[src/rtl/crc_mmio_pkg.sv]
package crc_mmio_pkg;

  localparam int unsigned CRC_W = 32;

  localparam logic [7:0] OFS_DATA = 8'h00;
  localparam logic [7:0] OFS_CTRL = 8'h08;
  localparam logic [7:0] OFS_SEED = 8'h10;
  localparam logic [7:0] OFS_POLY = 8'h14;

  localparam logic [CRC_W-1:0] SEED_RST = 32'hFFFF_FFFF;
  localparam logic [CRC_W-1:0] POLY_RST = 32'h04C1_1DB7;

  localparam int unsigned CMD_BIT    = 0;
  localparam int unsigned INMODE_LO  = 5;
  localparam int unsigned INMODE_HI  = 6;
  localparam int unsigned OUTREV_BIT = 7;

  typedef enum logic [1:0] {
    IN_PLAIN   = 2'b00,
    IN_REV_WRD = 2'b11
  } in_mode_e;

  typedef struct packed {
    logic       out_rev;
    logic [1:0] in_mode;
  } ctrl_t;

  function automatic logic [CRC_W-1:0] bitrev_w(input logic [CRC_W-1:0] v);
    logic [CRC_W-1:0] r;
    for (int i = 0; i < CRC_W; i++) r[i] = v[CRC_W-1-i];
    return r;
  endfunction

  function automatic logic [CRC_W-1:0] shift_step(input logic [CRC_W-1:0] s,
                                                  input logic [CRC_W-1:0] poly);
    return s[CRC_W-1] ? ({s[CRC_W-2:0], 1'b0} ^ poly) : {s[CRC_W-2:0], 1'b0};
  endfunction

endpackage

[src/rtl/crc_cfg_regs.sv]
module crc_cfg_regs
  import crc_mmio_pkg::*;
(
  input  logic             clk,
  input  logic             rst_n,
  input  logic             wr_seed,
  input  logic             wr_poly,
  input  logic             wr_ctrl,
  input  logic [CRC_W-1:0] wdata,
  output logic [CRC_W-1:0] seed_q,
  output logic [CRC_W-1:0] poly_q,
  output logic             in_rev,
  output logic             out_rev,
  output logic [CRC_W-1:0] ctrl_rd,
  output logic             restart_cmd
);

  ctrl_t ctrl_q;

  always_ff @(posedge clk or negedge rst_n) begin
    if (!rst_n) begin
      seed_q <= SEED_RST;
      poly_q <= POLY_RST;
      ctrl_q <= '0;
    end else begin
      if (wr_seed) seed_q <= wdata;
      if (wr_poly) poly_q <= wdata;
      if (wr_ctrl) begin
        ctrl_q.out_rev <= wdata[OUTREV_BIT];
        ctrl_q.in_mode <= wdata[INMODE_HI:INMODE_LO];
      end
    end
  end

  assign restart_cmd = wr_ctrl & wdata[CMD_BIT];
  assign in_rev      = (ctrl_q.in_mode == IN_REV_WRD);
  assign out_rev     = ctrl_q.out_rev;

  always_comb begin
    ctrl_rd                       = '0;
    ctrl_rd[OUTREV_BIT]           = ctrl_q.out_rev;
    ctrl_rd[INMODE_HI:INMODE_LO]  = ctrl_q.in_mode;
  end

  assert_cfg_hold_R9: assert property (@(posedge clk) disable iff (!rst_n)
    (!wr_seed && !wr_poly) |=> ($stable(seed_q) && $stable(poly_q)));

  assert_ctrl_hold_R6: assert property (@(posedge clk) disable iff (!rst_n)
    !wr_ctrl |=> $stable(ctrl_rd));

endmodule

[src/rtl/crc_fold_unit.sv]
module crc_fold_unit
  import crc_mmio_pkg::*;
(
  input  logic [CRC_W-1:0] crc_in,
  input  logic [CRC_W-1:0] word_in,
  input  logic [CRC_W-1:0] poly,
  input  logic             in_rev,
  output logic [CRC_W-1:0] crc_out
);

  logic [CRC_W-1:0] word_eff;
  logic [CRC_W-1:0] stage [CRC_W+1];

  assign word_eff = in_rev ? bitrev_w(word_in) : word_in;
  assign stage[0] = crc_in ^ word_eff;

  for (genvar g = 0; g < CRC_W; g++) begin : g_step
    assign stage[g+1] = shift_step(stage[g], poly);
  end

  assign crc_out = stage[CRC_W];

  always_comb begin
    if (poly == '0) begin
      assert_zero_poly_R4: assert (crc_out == '0);
    end
  end

endmodule

[src/rtl/crc_accum.sv]
module crc_accum
  import crc_mmio_pkg::*;
(
  input  logic             clk,
  input  logic             rst_n,
  input  logic             load,
  input  logic [CRC_W-1:0] seed,
  input  logic             fold_en,
  input  logic [CRC_W-1:0] fold_val,
  input  logic             out_rev,
  output logic [CRC_W-1:0] chk_q,
  output logic [CRC_W-1:0] chk_rd
);

  always_ff @(posedge clk or negedge rst_n) begin
    if (!rst_n)       chk_q <= SEED_RST;
    else if (load)    chk_q <= seed;
    else if (fold_en) chk_q <= fold_val;
  end

  assign chk_rd = out_rev ? bitrev_w(chk_q) : chk_q;

  assert_restart_R3: assert property (@(posedge clk) disable iff (!rst_n)
    load |=> (chk_q == $past(seed)));

  assert_fold_R4: assert property (@(posedge clk) disable iff (!rst_n)
    (fold_en && !load) |=> (chk_q == $past(fold_val)));

  assert_hold_R10: assert property (@(posedge clk) disable iff (!rst_n)
    (!fold_en && !load) |=> $stable(chk_q));

endmodule

[src/rtl/crc_mmio_engine.sv]
module crc_mmio_engine
  import crc_mmio_pkg::*;
#(
  parameter int unsigned ADDR_W = 8
) (
  input  logic              clk,
  input  logic              rst_n,
  input  logic              bus_wr,
  input  logic              bus_rd,
  input  logic [ADDR_W-1:0] bus_addr,
  input  logic [CRC_W-1:0]  bus_wdata,
  output logic [CRC_W-1:0]  bus_rdata
);

  localparam logic [ADDR_W-1:0] A_DATA = ADDR_W'(OFS_DATA);
  localparam logic [ADDR_W-1:0] A_CTRL = ADDR_W'(OFS_CTRL);
  localparam logic [ADDR_W-1:0] A_SEED = ADDR_W'(OFS_SEED);
  localparam logic [ADDR_W-1:0] A_POLY = ADDR_W'(OFS_POLY);

  logic hit_data, hit_ctrl, hit_seed, hit_poly, hit_none;
  logic wr_data, wr_ctrl, wr_seed, wr_poly;
  logic [CRC_W-1:0] seed_q, poly_q, ctrl_rd, chk_q, chk_rd, fold_val;
  logic in_rev, out_rev, restart_cmd;
  logic [CRC_W-1:0] rd_mux;

  assign hit_data = (bus_addr == A_DATA);
  assign hit_ctrl = (bus_addr == A_CTRL);
  assign hit_seed = (bus_addr == A_SEED);
  assign hit_poly = (bus_addr == A_POLY);
  assign hit_none = !(hit_data || hit_ctrl || hit_seed || hit_poly);

  assign wr_data = bus_wr & hit_data;
  assign wr_ctrl = bus_wr & hit_ctrl;
  assign wr_seed = bus_wr & hit_seed;
  assign wr_poly = bus_wr & hit_poly;

  crc_cfg_regs u_cfg (
    .clk         (clk),
    .rst_n       (rst_n),
    .wr_seed     (wr_seed),
    .wr_poly     (wr_poly),
    .wr_ctrl     (wr_ctrl),
    .wdata       (bus_wdata),
    .seed_q      (seed_q),
    .poly_q      (poly_q),
    .in_rev      (in_rev),
    .out_rev     (out_rev),
    .ctrl_rd     (ctrl_rd),
    .restart_cmd (restart_cmd)
  );

  crc_fold_unit u_fold (
    .crc_in  (chk_q),
    .word_in (bus_wdata),
    .poly    (poly_q),
    .in_rev  (in_rev),
    .crc_out (fold_val)
  );

  crc_accum u_acc (
    .clk      (clk),
    .rst_n    (rst_n),
    .load     (restart_cmd),
    .seed     (seed_q),
    .fold_en  (wr_data),
    .fold_val (fold_val),
    .out_rev  (out_rev),
    .chk_q    (chk_q),
    .chk_rd   (chk_rd)
  );

  always_comb begin
    rd_mux = '0;
    if (hit_data) rd_mux = chk_rd;
    if (hit_ctrl) rd_mux = ctrl_rd;
    if (hit_seed) rd_mux = seed_q;
    if (hit_poly) rd_mux = poly_q;
  end

  assign bus_rdata = bus_rd ? rd_mux : '0;

  assert_unmapped_quiet_R9: assert property (@(posedge clk) disable iff (!rst_n)
    (bus_wr && hit_none) |=> ($stable(chk_q) && $stable(seed_q) && $stable(poly_q) && $stable(ctrl_rd)));

  assert_cmd_reads_zero_R3: assert property (@(posedge clk) disable iff (!rst_n)
    (bus_rd && hit_ctrl) |-> (bus_rdata[CMD_BIT] == 1'b0));

endmodule

[config.mk]
export PLATFORM = sky130hd
export DESIGN_NAME = crc_mmio_engine
export DESIGN_NICKNAME = d
export VERILOG_FILES = /design/src/rtl/crc_mmio_pkg.sv /design/src/rtl/crc_cfg_regs.sv /design/src/rtl/crc_fold_unit.sv /design/src/rtl/crc_accum.sv /design/src/rtl/crc_mmio_engine.sv
export SDC_FILE = /design/constraint.sdc
export NUM_CORES = 1
export LEC_CHECK = 0
export ABC_AREA = 1
export BUFFER_PORTS_ARGS = -buffer_cell sky130_fd_sc_hd__buf_2
export CAP_MARGIN = 20
export CORE_AREA = 5 5 207 209
export DETAILED_ROUTE_END_ITERATION = 8
export DIE_AREA = 0 0 212 214
export MAX_ROUTING_LAYER = met4
export PLACE_DENSITY = 0.8
export SYNTH_ARGS = -nofsm -noshare
export SYNTH_HDL_FRONTEND = slang
export SYNTH_SLANG_ARGS = --single-unit
[constraint.sdc]
create_clock -name clk -period 25.4 [get_ports clk]
set_input_delay 3.81 -clock clk [delete_from_list [all_inputs] [get_ports clk]]
set_output_delay 3.81 -clock clk [all_outputs]
set_load 0.05 [all_outputs]
Yosys cells after proc, flatten, opt, wreduce, memory -nomap -nowiden
Cells that the tools add are included.

cells by class
  shift operators = 0
  divide/modulo/power cells = 0
  equality and inequality tests = 4
  reduce and logical (&&, ||, !) cells = 2
  $lt $le $gt $ge = 0
  add/subtract/negate cells = 0
  multipliers = 0
  muxes and demuxes = 41
  bitwise logic cells = 38

operators by type and width
  kind                  number
  $mux W32              41
  $xor A32 B32 Y32      33
  $eq A8 B5 Y1 const B  2
  $eq A8 B4 Y1 const B  1
  $logic_not A8 Y1      1
  $and A1 B1 Y1         5
  $eq A2 B2 Y1 const B  1
  $reduce_bool A2 Y1    1

storage, ports and cells
  input port bits = 44
  memories = 0
  output and inout bits = 32
  memory bits (read-only) = 0
  bits in latches = 0
  memory bits (writable) = 0
  logic and storage cells = 90
  register bits after elaboration = 99

Depth between registers and ports, before layout
Gate-level depths: netlist of the first run.

  depth after elaboration = 69
  gate-level depth with buffers = 112
  gate-level depth less buffers = 103

Modules after synthesis
From an unflattened synthesis of the first run, not the netlist that was laid out.

second synthesis, totals
  cell total of the unflattened synthesis = 3,974
  area total of the unflattened synthesis = 23,134.7 um^2

modules (own cells, without submodules)
  module           instances  cells an instance  sequential area each (um^2)  area an instance (um^2)
  crc_fold_unit    1          3,048              0.0                          16,709.8
  crc_cfg_regs     1          320                1,734.2                      2,962.8
  crc_accum        1          263                840.8                        1,924.3
  crc_mmio_engine  1          343                0.0                          1,537.7

Worst setup path before layout of the first run
OpenSTA, ideal clock, no wires.

  path kind = in2reg
  start = input port bus_wdata[0]
  end = register u_acc.chk_q[13]
  required time = 25.324 ns
  slack = 13.112 ns
  cell stages on the path = 99
  setup time = 0.076 ns
  data arrival time = 12.212 ns
  buffers on the path = 8
  path through = buf_2 inv_2 nand3_1 nand3_1 nand2_2 nand3_2 nand2_2 nand2_1 nand2_1 inv_1 nor2_1 nor2_1 nor2_1 nand3_2 nand2_1 buf_4 nor2_1 nand2_2 [63 not listed] nor2_1 nand2_1 nand2_2 nand2_1 nand2_4 nand2_2 nor2_2 nand2_4 nand2_8 nand2_1 nand2_2 buf_8 buf_12 nand3_2 inv_1 nand2_1 nand3_1 nand2_1

on the way
  cells in the longest elaborated chain, start to end = 67
  elaborated cells between the ends (all ways) = 70
  classes of those cells = 35 x mux; 34 x bitwise; 1 x reduce/logical

RTL lines
  element                RTL line               text
  from (decl)            crc_mmio_engine.sv:11  input logic [CRC_W-1:0] bus_wdata,
  $mux W32               crc_fold_unit.sv:14    assign word_eff = in_rev ? bitrev_w(word_in) : word_in;
  $xor A32 B32 Y32       crc_fold_unit.sv:15    assign stage[0] = crc_in ^ word_eff;
  $xor A32 B32 Y32       crc_mmio_pkg.sv:36     return s[CRC_W-1] ? ({s[CRC_W-2:0], 1'b0} ^ poly) : {s[CRC_W-2:0], 1'b0};
  $mux W32               crc_mmio_pkg.sv:36
  $xor A32 B32 Y32       crc_mmio_pkg.sv:36
  $mux W32               crc_mmio_pkg.sv:36
  $xor A32 B32 Y32       crc_mmio_pkg.sv:36
  $mux W32               crc_mmio_pkg.sv:36
  [50 not listed]        -
  $xor A32 B32 Y32       crc_mmio_pkg.sv:36
  $mux W32               crc_mmio_pkg.sv:36
  $xor A32 B32 Y32       crc_mmio_pkg.sv:36
  $mux W32               crc_mmio_pkg.sv:36
  $xor A32 B32 Y32       crc_mmio_pkg.sv:36
  $mux W32 (2 in a row)  crc_mmio_pkg.sv:36
  $mux W32               crc_accum.sv:18        else if (fold_en) chk_q <= fold_val;
  $mux W32               crc_accum.sv:17        else if (load) chk_q <= seed;
  to (signal assigned)   crc_accum.sv:18
  to (decl)              crc_accum.sv:11        output logic [CRC_W-1:0] chk_q,

Several ways; a longest one is shown, not always the timed one. The select of a mux whose other input is x is not followed.
A chain may end at the register's enable or synchronous reset.

Worst setup path in the final report of the first run
  start = input port bus_wdata[0]
  end = register u_acc.chk_q[7]

Same word-level chain as after synthesis.

==> results.toml, run 1 <==
[run_status]
status = "completed"

[flow_run]
maxCapViolCount = 0

[setup_path]
critPathMaxStageDelay_ns = 0.63
r2r_start = "u_cfg.ctrl_rd[5]"
arrival_ns = 23.19
slowest_stage = "nor2_4"
endpoint_kind = "flip-flop"
critPathRequiredTime_ns = 25.70
r2r_setup_slack_ns = 5.54
worstRegToRegCells = 94
path_max_fanout = 44
crit_top_cell = "nand2_1"
r2r_end = "u_acc.chk_q[7]"
critPathKind = "primary input to flip-flop"
startpoint_type = "primary input"

[cts]
cts_root_buffer = "clkbuf_16"
cts_buffers = 9
clock_latency_ns = 0.37
tritoncts = "done"
clk_path_buf_depth = 2
cts_resized = 0
htreeDepth = 3
clock-sinks = 99
cts_setup_buffers = 0
clk_pin_slew_ns = 0.07
hold_buffers = 0

[timing]
drv_slew = 0
rsz0062_at_grt = "no"
fin_tns_setup_ns = 0
min_period_over_period_pct = 90.1
hold_viol = 0
skew_ns = 0.0134
hold_ws_ns = 0.501
fmax_mhz = 43.7
tightest_slew_ns = 1.17
slew_headroom_pct = 22.1
layout_min_cycle_time_ns = 22.88
setup_violations = 0

[die]
placement_rows = 74
core_mm2 = 0.0406
start_util_pct = 54.5
dieArea_mm2 = 0.0454
die_w_um = 212
ios = 76
die_h_um = 214

[layout]
final_common_cell = "nand2_1"
most-common-layout-cells = "1215 x nand2_1, 570 x xnor2_1, 341 x nor2_1, 286 x inv_1, 281 x nand3_1"
fin_util_pct = 55.6
drive_above_1_share_pct = 9.80
finalNetCount = 3652
synthToLayoutAreaGrowth_pct = 2.05

[grt]
grt_pass1_vias = 21000
grt_pass1_wl_um = 118000
gr-total-overflow = 0
antenna_found_initial = 1
grt_max_degree = 75
track_usage_pct = 33.1

[yosys]
synth_nets = 3777
seq_area_frac_synth_pct = 11.6
synth-warning-count = 0
avgSynthCellArea_um2 = 5.93
synth-seq-cells = 99
synth_cells = 3733
post_synth_num_cell_types = 48
synth_area_mm2 = 0.0221

[min_path]
holdPathEnd = "u_cfg.seed_q[30]"
hold_class = "flip-flop to flip-flop"
hold_path_startpoint = "u_cfg.seed_q[30]"
min_path_cells = 2

[detailed_routing]
drt-total-wl_um = 76400
drt_iter0_markers = 3205
ant_nets = 0
dr.pass1.iters = 7
vias = 23100
drcViolationCount = 0
wire_per_inst_um = 18.4
viasPerCell = 5.57

[power_and_ir_drop]
p_leak_nw = 8.99
power_density_mw_per_mm2 = 101
peakVddDrop_v = 0.0000846

[placed_design]
io_buffers = 75
dpl.hpwl_um = 53200
gp_congestion = 1.05
-- per-stage QoR --
step	worst slack (ns)	area, um2	instances	power [mW]
2_1_floorplan	13.11	22100	3733	1.83
3_3_place_gp	3.14	22300	4128	2.07
3_5_place_dp	2.61	22300	4128	2.09
4_1_cts	2.98	22600	4144	2.24
5_1_grt	0.388	22600	4146	2.47
6_report	2.52	22600	4146	2.28
-- area by class of cell --
type | count | area (um2)
diodes | 1 | 2.50
repair buffers | 139 | 878
flip-flops and latches | 99 | 2580
clock inverters | 6 | 53.8
inverters | 312 | 1170
multi-input cells | 3047 | 17000
well taps | 532 | 666
fillers | 3980 | 18100
clock buffers | 10 | 239
-- flip-flops by register name, summed over array words and instances, names as in the netlist --
register	cells
u_cfg.seed_q	32
u_acc.chk_q	32
u_cfg.out_rev	1
u_cfg.poly_q	32
u_cfg.ctrl_rd	2
-- worst max-delay path by stage --
| stage | from | endpoint |
|---|---|---|
| floorplan | bus_wdata[0] | u_acc.chk_q[13] |
| global placement | bus_wdata[0] | u_acc.chk_q[2] |
| detailed placement | bus_wdata[0] | u_acc.chk_q[7] |
| CTS | bus_wdata[0] | u_acc.chk_q[7] |
| global route | bus_wdata[0] | u_acc.chk_q[2] |
| finish | bus_wdata[0] | u_acc.chk_q[7] |
-- kinds of logic after synthesis --
| group | synth area share, % |
|---|---|
| xor gates and xnor gates | 33.3 |
| buffers and inverters | 11.6 |
| and+or+nand+nor | 36.9 |
| AOI/OAI and AO/OA | 6.55 |
| DFF | 11.6 |
-- critical path, delay by kind of cell --
kind / cells / cell delay [ns]
xor+xnor: 1 / 0.41
buf+inv: 12 / 2.91
simple gates: 82 / 15.84
-- power by group --
part | total, mW | switching [mW] | internal [mW]
sequential | 0.190 | 0.0126 | 0.177
clock | 0.140 | 0.0684 | 0.0712
combinational | 1.95 | 1.29 | 0.663
total | 2.28 | 1.37 | 0.912
-- cells in the mapped netlist, drive strengths merged --
| cell | n | area share, % |
|---|---|---|
| or2 | 4 | 0.11 |
| a31oi | 27 | 0.76 |
| and3 | 1 | 0.028 |
| o21bai | 1 | 0.034 |
| a211oi | 2 | 0.068 |
| o211ai | 23 | 0.78 |
| a21oi | 25 | 0.57 |
| nor4 | 1 | 0.028 |
| xor2 | 266 | 11 |
| and2 | 1 | 0.028 |
| buf | 141 | 4.1 |
| xnor2 | 571 | 23 |
| o22ai | 1 | 0.028 |
| a21o | 2 | 0.068 |
| nor2 | 356 | 6.3 |
| nor4b | 1 | 0.040 |
| nand2b | 1 | 0.028 |
| dfstp | 78 | 9.3 |
| clkbuf | 134 | 2.3 |
| nor3 | 1 | 0.023 |
| clkinv | 9 | 0.15 |
| nand3 | 306 | 7.7 |
| o21ai | 180 | 4.1 |
| dfrtp | 21 | 2.4 |
| inv | 303 | 5.2 |
| nand4 | 6 | 0.17 |
| a221oi | 4 | 0.16 |
| nand2 | 1267 | 23 |
-- routing by layer --
metal  GRT usage (%)  share of wire [%]  vias to the layer above
met2            47.5                 41                     1599
met5               -                  0                        -
met3            6.95                 15                      268
li1                -                  -                    11100
met1            44.8                 40                    10200
met4            14.4                5.2                        0
No activity file was read; power rests on OpenSTA's default activity.
==> run 2, diff against run 1 <==
- BUFFER_PORTS_ARGS: -buffer_cell sky130_fd_sc_hd__buf_2 -> not set
- DONT_BUFFER_PORTS: not set -> 1
- PLACE_DENSITY: 0.8 -> 0.79
==> run 2 against run 1 <==
Utilization shrank 0.35 points. Combinational power about the same. Die area unchanged. Power is 1.5% higher. Sequential share of layout area up 0.072 points. Cell count down 1.3%. Clock skew fell by 0.0026 ns. Largest power group unchanged. Maximum frequency up 2.9%. Critical path type unchanged. Clock power grew 5%.
==> results.toml, run 2 (synthesis gave the netlist of run 1 again) <==
[run_status]
status = "completed"

[cts]
clock-sinks = 99
hold_buffers = 0
clk_pin_slew_ns = 0.07
cts_root_buffer = "clkbuf_16"
cts_setup_buffers = 0
cts_buffers = 9
tritoncts = "done"
clk_path_buf_depth = 2
cts_resized = 0
clock_latency_ns = 0.36
htreeDepth = 3

[timing]
slew_headroom_pct = 21.6
min_period_over_period_pct = 87.5
fin_tns_setup_ns = 0
tightest_slew_ns = 1.17
fmax_mhz = 45.0
hold_viol = 0
skew_ns = 0.0108
layout_min_cycle_time_ns = 22.23
rsz0062_at_grt = "no"
setup_violations = 0
drv_slew = 0

[setup_path]
worstRegToRegCells = 97
startpoint_type = "primary input"
critPathMaxStageDelay_ns = 0.68
crit_top_cell = "nand2_1"
crit_cells = 97
path_buf_inv = 12
path_max_fanout = 44
slowest_stage = "nor2_4"
arrival_ns = 22.53
critical-path-top-delay-family = "simple AND/OR/NAND/NOR gates"
critPathKind = "primary input to flip-flop"
critPathRequiredTime_ns = 25.70
endpoint_kind = "flip-flop"

[layout]
finalNetCount = 3599
fillCellCount = 4025
most-common-layout-cells = "1214 x nand2_1, 570 x xnor2_1, 341 x nor2_1, 286 x inv_1, 281 x nand3_1"
regArea_mm2 = 0.00258
multi_input_area_mm2 = 0.0170
synthToLayoutAreaGrowth_pct = 1.41
layout.cells.non_filler = 4093
final_common_cell = "nand2_1"
drive_above_1_share_pct = 8.60
largest_registers = "u_acc.chk_q: 32 flops, u_cfg.poly_q: 32 flops, u_cfg.seed_q: 32 flops"

[grt]
grtUsageMet3_pct = 6.57
grt.busiest_layer = "met2"
grt_pass1_vias = 21000
grt.met2_usage_pct = 50.2
antenna_found_initial = 1
track_usage_pct = 33.9
use_met1_pct = 45.3
grt_pass1_wl_um = 120000
grt_max_degree = 100
gr-total-overflow = 0

[detailed_routing]
viasPerCell = 5.61
dr.pass1.iters = 6
wire_per_inst_um = 19.0
ant_nets = 0
vias = 23000
drt-total-wl_um = 77600
drcViolationCount = 0
drt_iter0_markers = 2940

[die]
ios = 76
core_mm2 = 0.0406
placement_rows = 74
die_h_um = 214
dieArea_mm2 = 0.0454
start_util_pct = 54.5
die_w_um = 212

[power_and_ir_drop]
power_frac_comb_pct = 85.4
p_sw_share_pct = 60.3
pwr-share-clk_pct = 6.3
power_density_mw_per_mm2 = 103
seq_power_share_pct = 8.2
p_leak_nw = 8.78
p_switching_mw = 1.40
peakVddDrop_v = 0.0000723
p_int_mw = 0.920

[placed_design]
post-place-cells = 4073
dpl.hpwl_um = 53300
io_buffers = 0
gp_congestion = 0.988

[min_path]
hold_class = "flip-flop to flip-flop"
min_path_cells = 2

[flow_run]
maxCapViolCount = 0
## run 2: power by group through the flow
stage               registers, mW  logic, mW  clock network [mW]
CTS                         0.190       1.93               0.146
global placement            0.192       1.90                   0
finish                      0.191       1.98               0.147
detailed placement          0.192       1.91                   0
floorplan                   0.185       1.65                   0
global route                0.191       2.15               0.153
## run 2: final cells by class
cell class	count	share of cell area, %
multi-input cells	3047	75.9
clock inverters	5	0.273
inverters	312	5.23
repair buffers	86	3.09
flip-flops and latches	99	11.5
diodes	1	0.0111
well taps	532	2.97
clock buffers	11	1.08
## run 2: final timing paths
check / from / to / slack (ns)
min in group asynchronous: rst_n / u_cfg.poly_q[30] / 3.13
worst max register to register: u_cfg.ctrl_rd[5] / u_acc.chk_q[1] / 5.52
worst min-delay path: u_cfg.seed_q[24] / u_cfg.seed_q[24] / 0.50
worst max-delay path: bus_wdata[31] / u_acc.chk_q[1] / 3.17
worst min register to register: u_cfg.seed_q[24] / u_cfg.seed_q[24] / 0.50
max in group asynchronous: rst_n / u_acc.chk_q[18] / 22.03
## run 2: layer usage
| layer | vias up | share of wire, % |
|---|---|---|
| li1 | 11000 | - |
| met1 | 10200 | 39 |
| met2 | 1443 | 42 |
| met3 | 357 | 13 |
| met4 | 0 | 5.5 |
| met5 | - | 0 |
## run 2: stage by stage
stage / instance area (um2) / setup slack, ns / hold WS, ns / power (mW) / utilization, %
floorplan: 22100 / 13.11 / 0.477 / 1.83 / -
global placement: 22000 / 3.39 / 0.486 / 2.09 / 54.1
detailed placement: 22100 / 3.02 / 0.492 / 2.10 / 54.3
CTS: 22400 / 3.38 / 0.504 / 2.26 / 55.0
global route: 22400 / 1.28 / 0.515 / 2.49 / 55.2
finish: 22400 / 3.17 / 0.503 / 2.32 / 55.2
## run 2: tightest hold or removal path, stage by stage, from the launching register on
cell and delay [ns]:
dfstp_2 0.38, nand2_1 0.05, o21ai_0 0.07
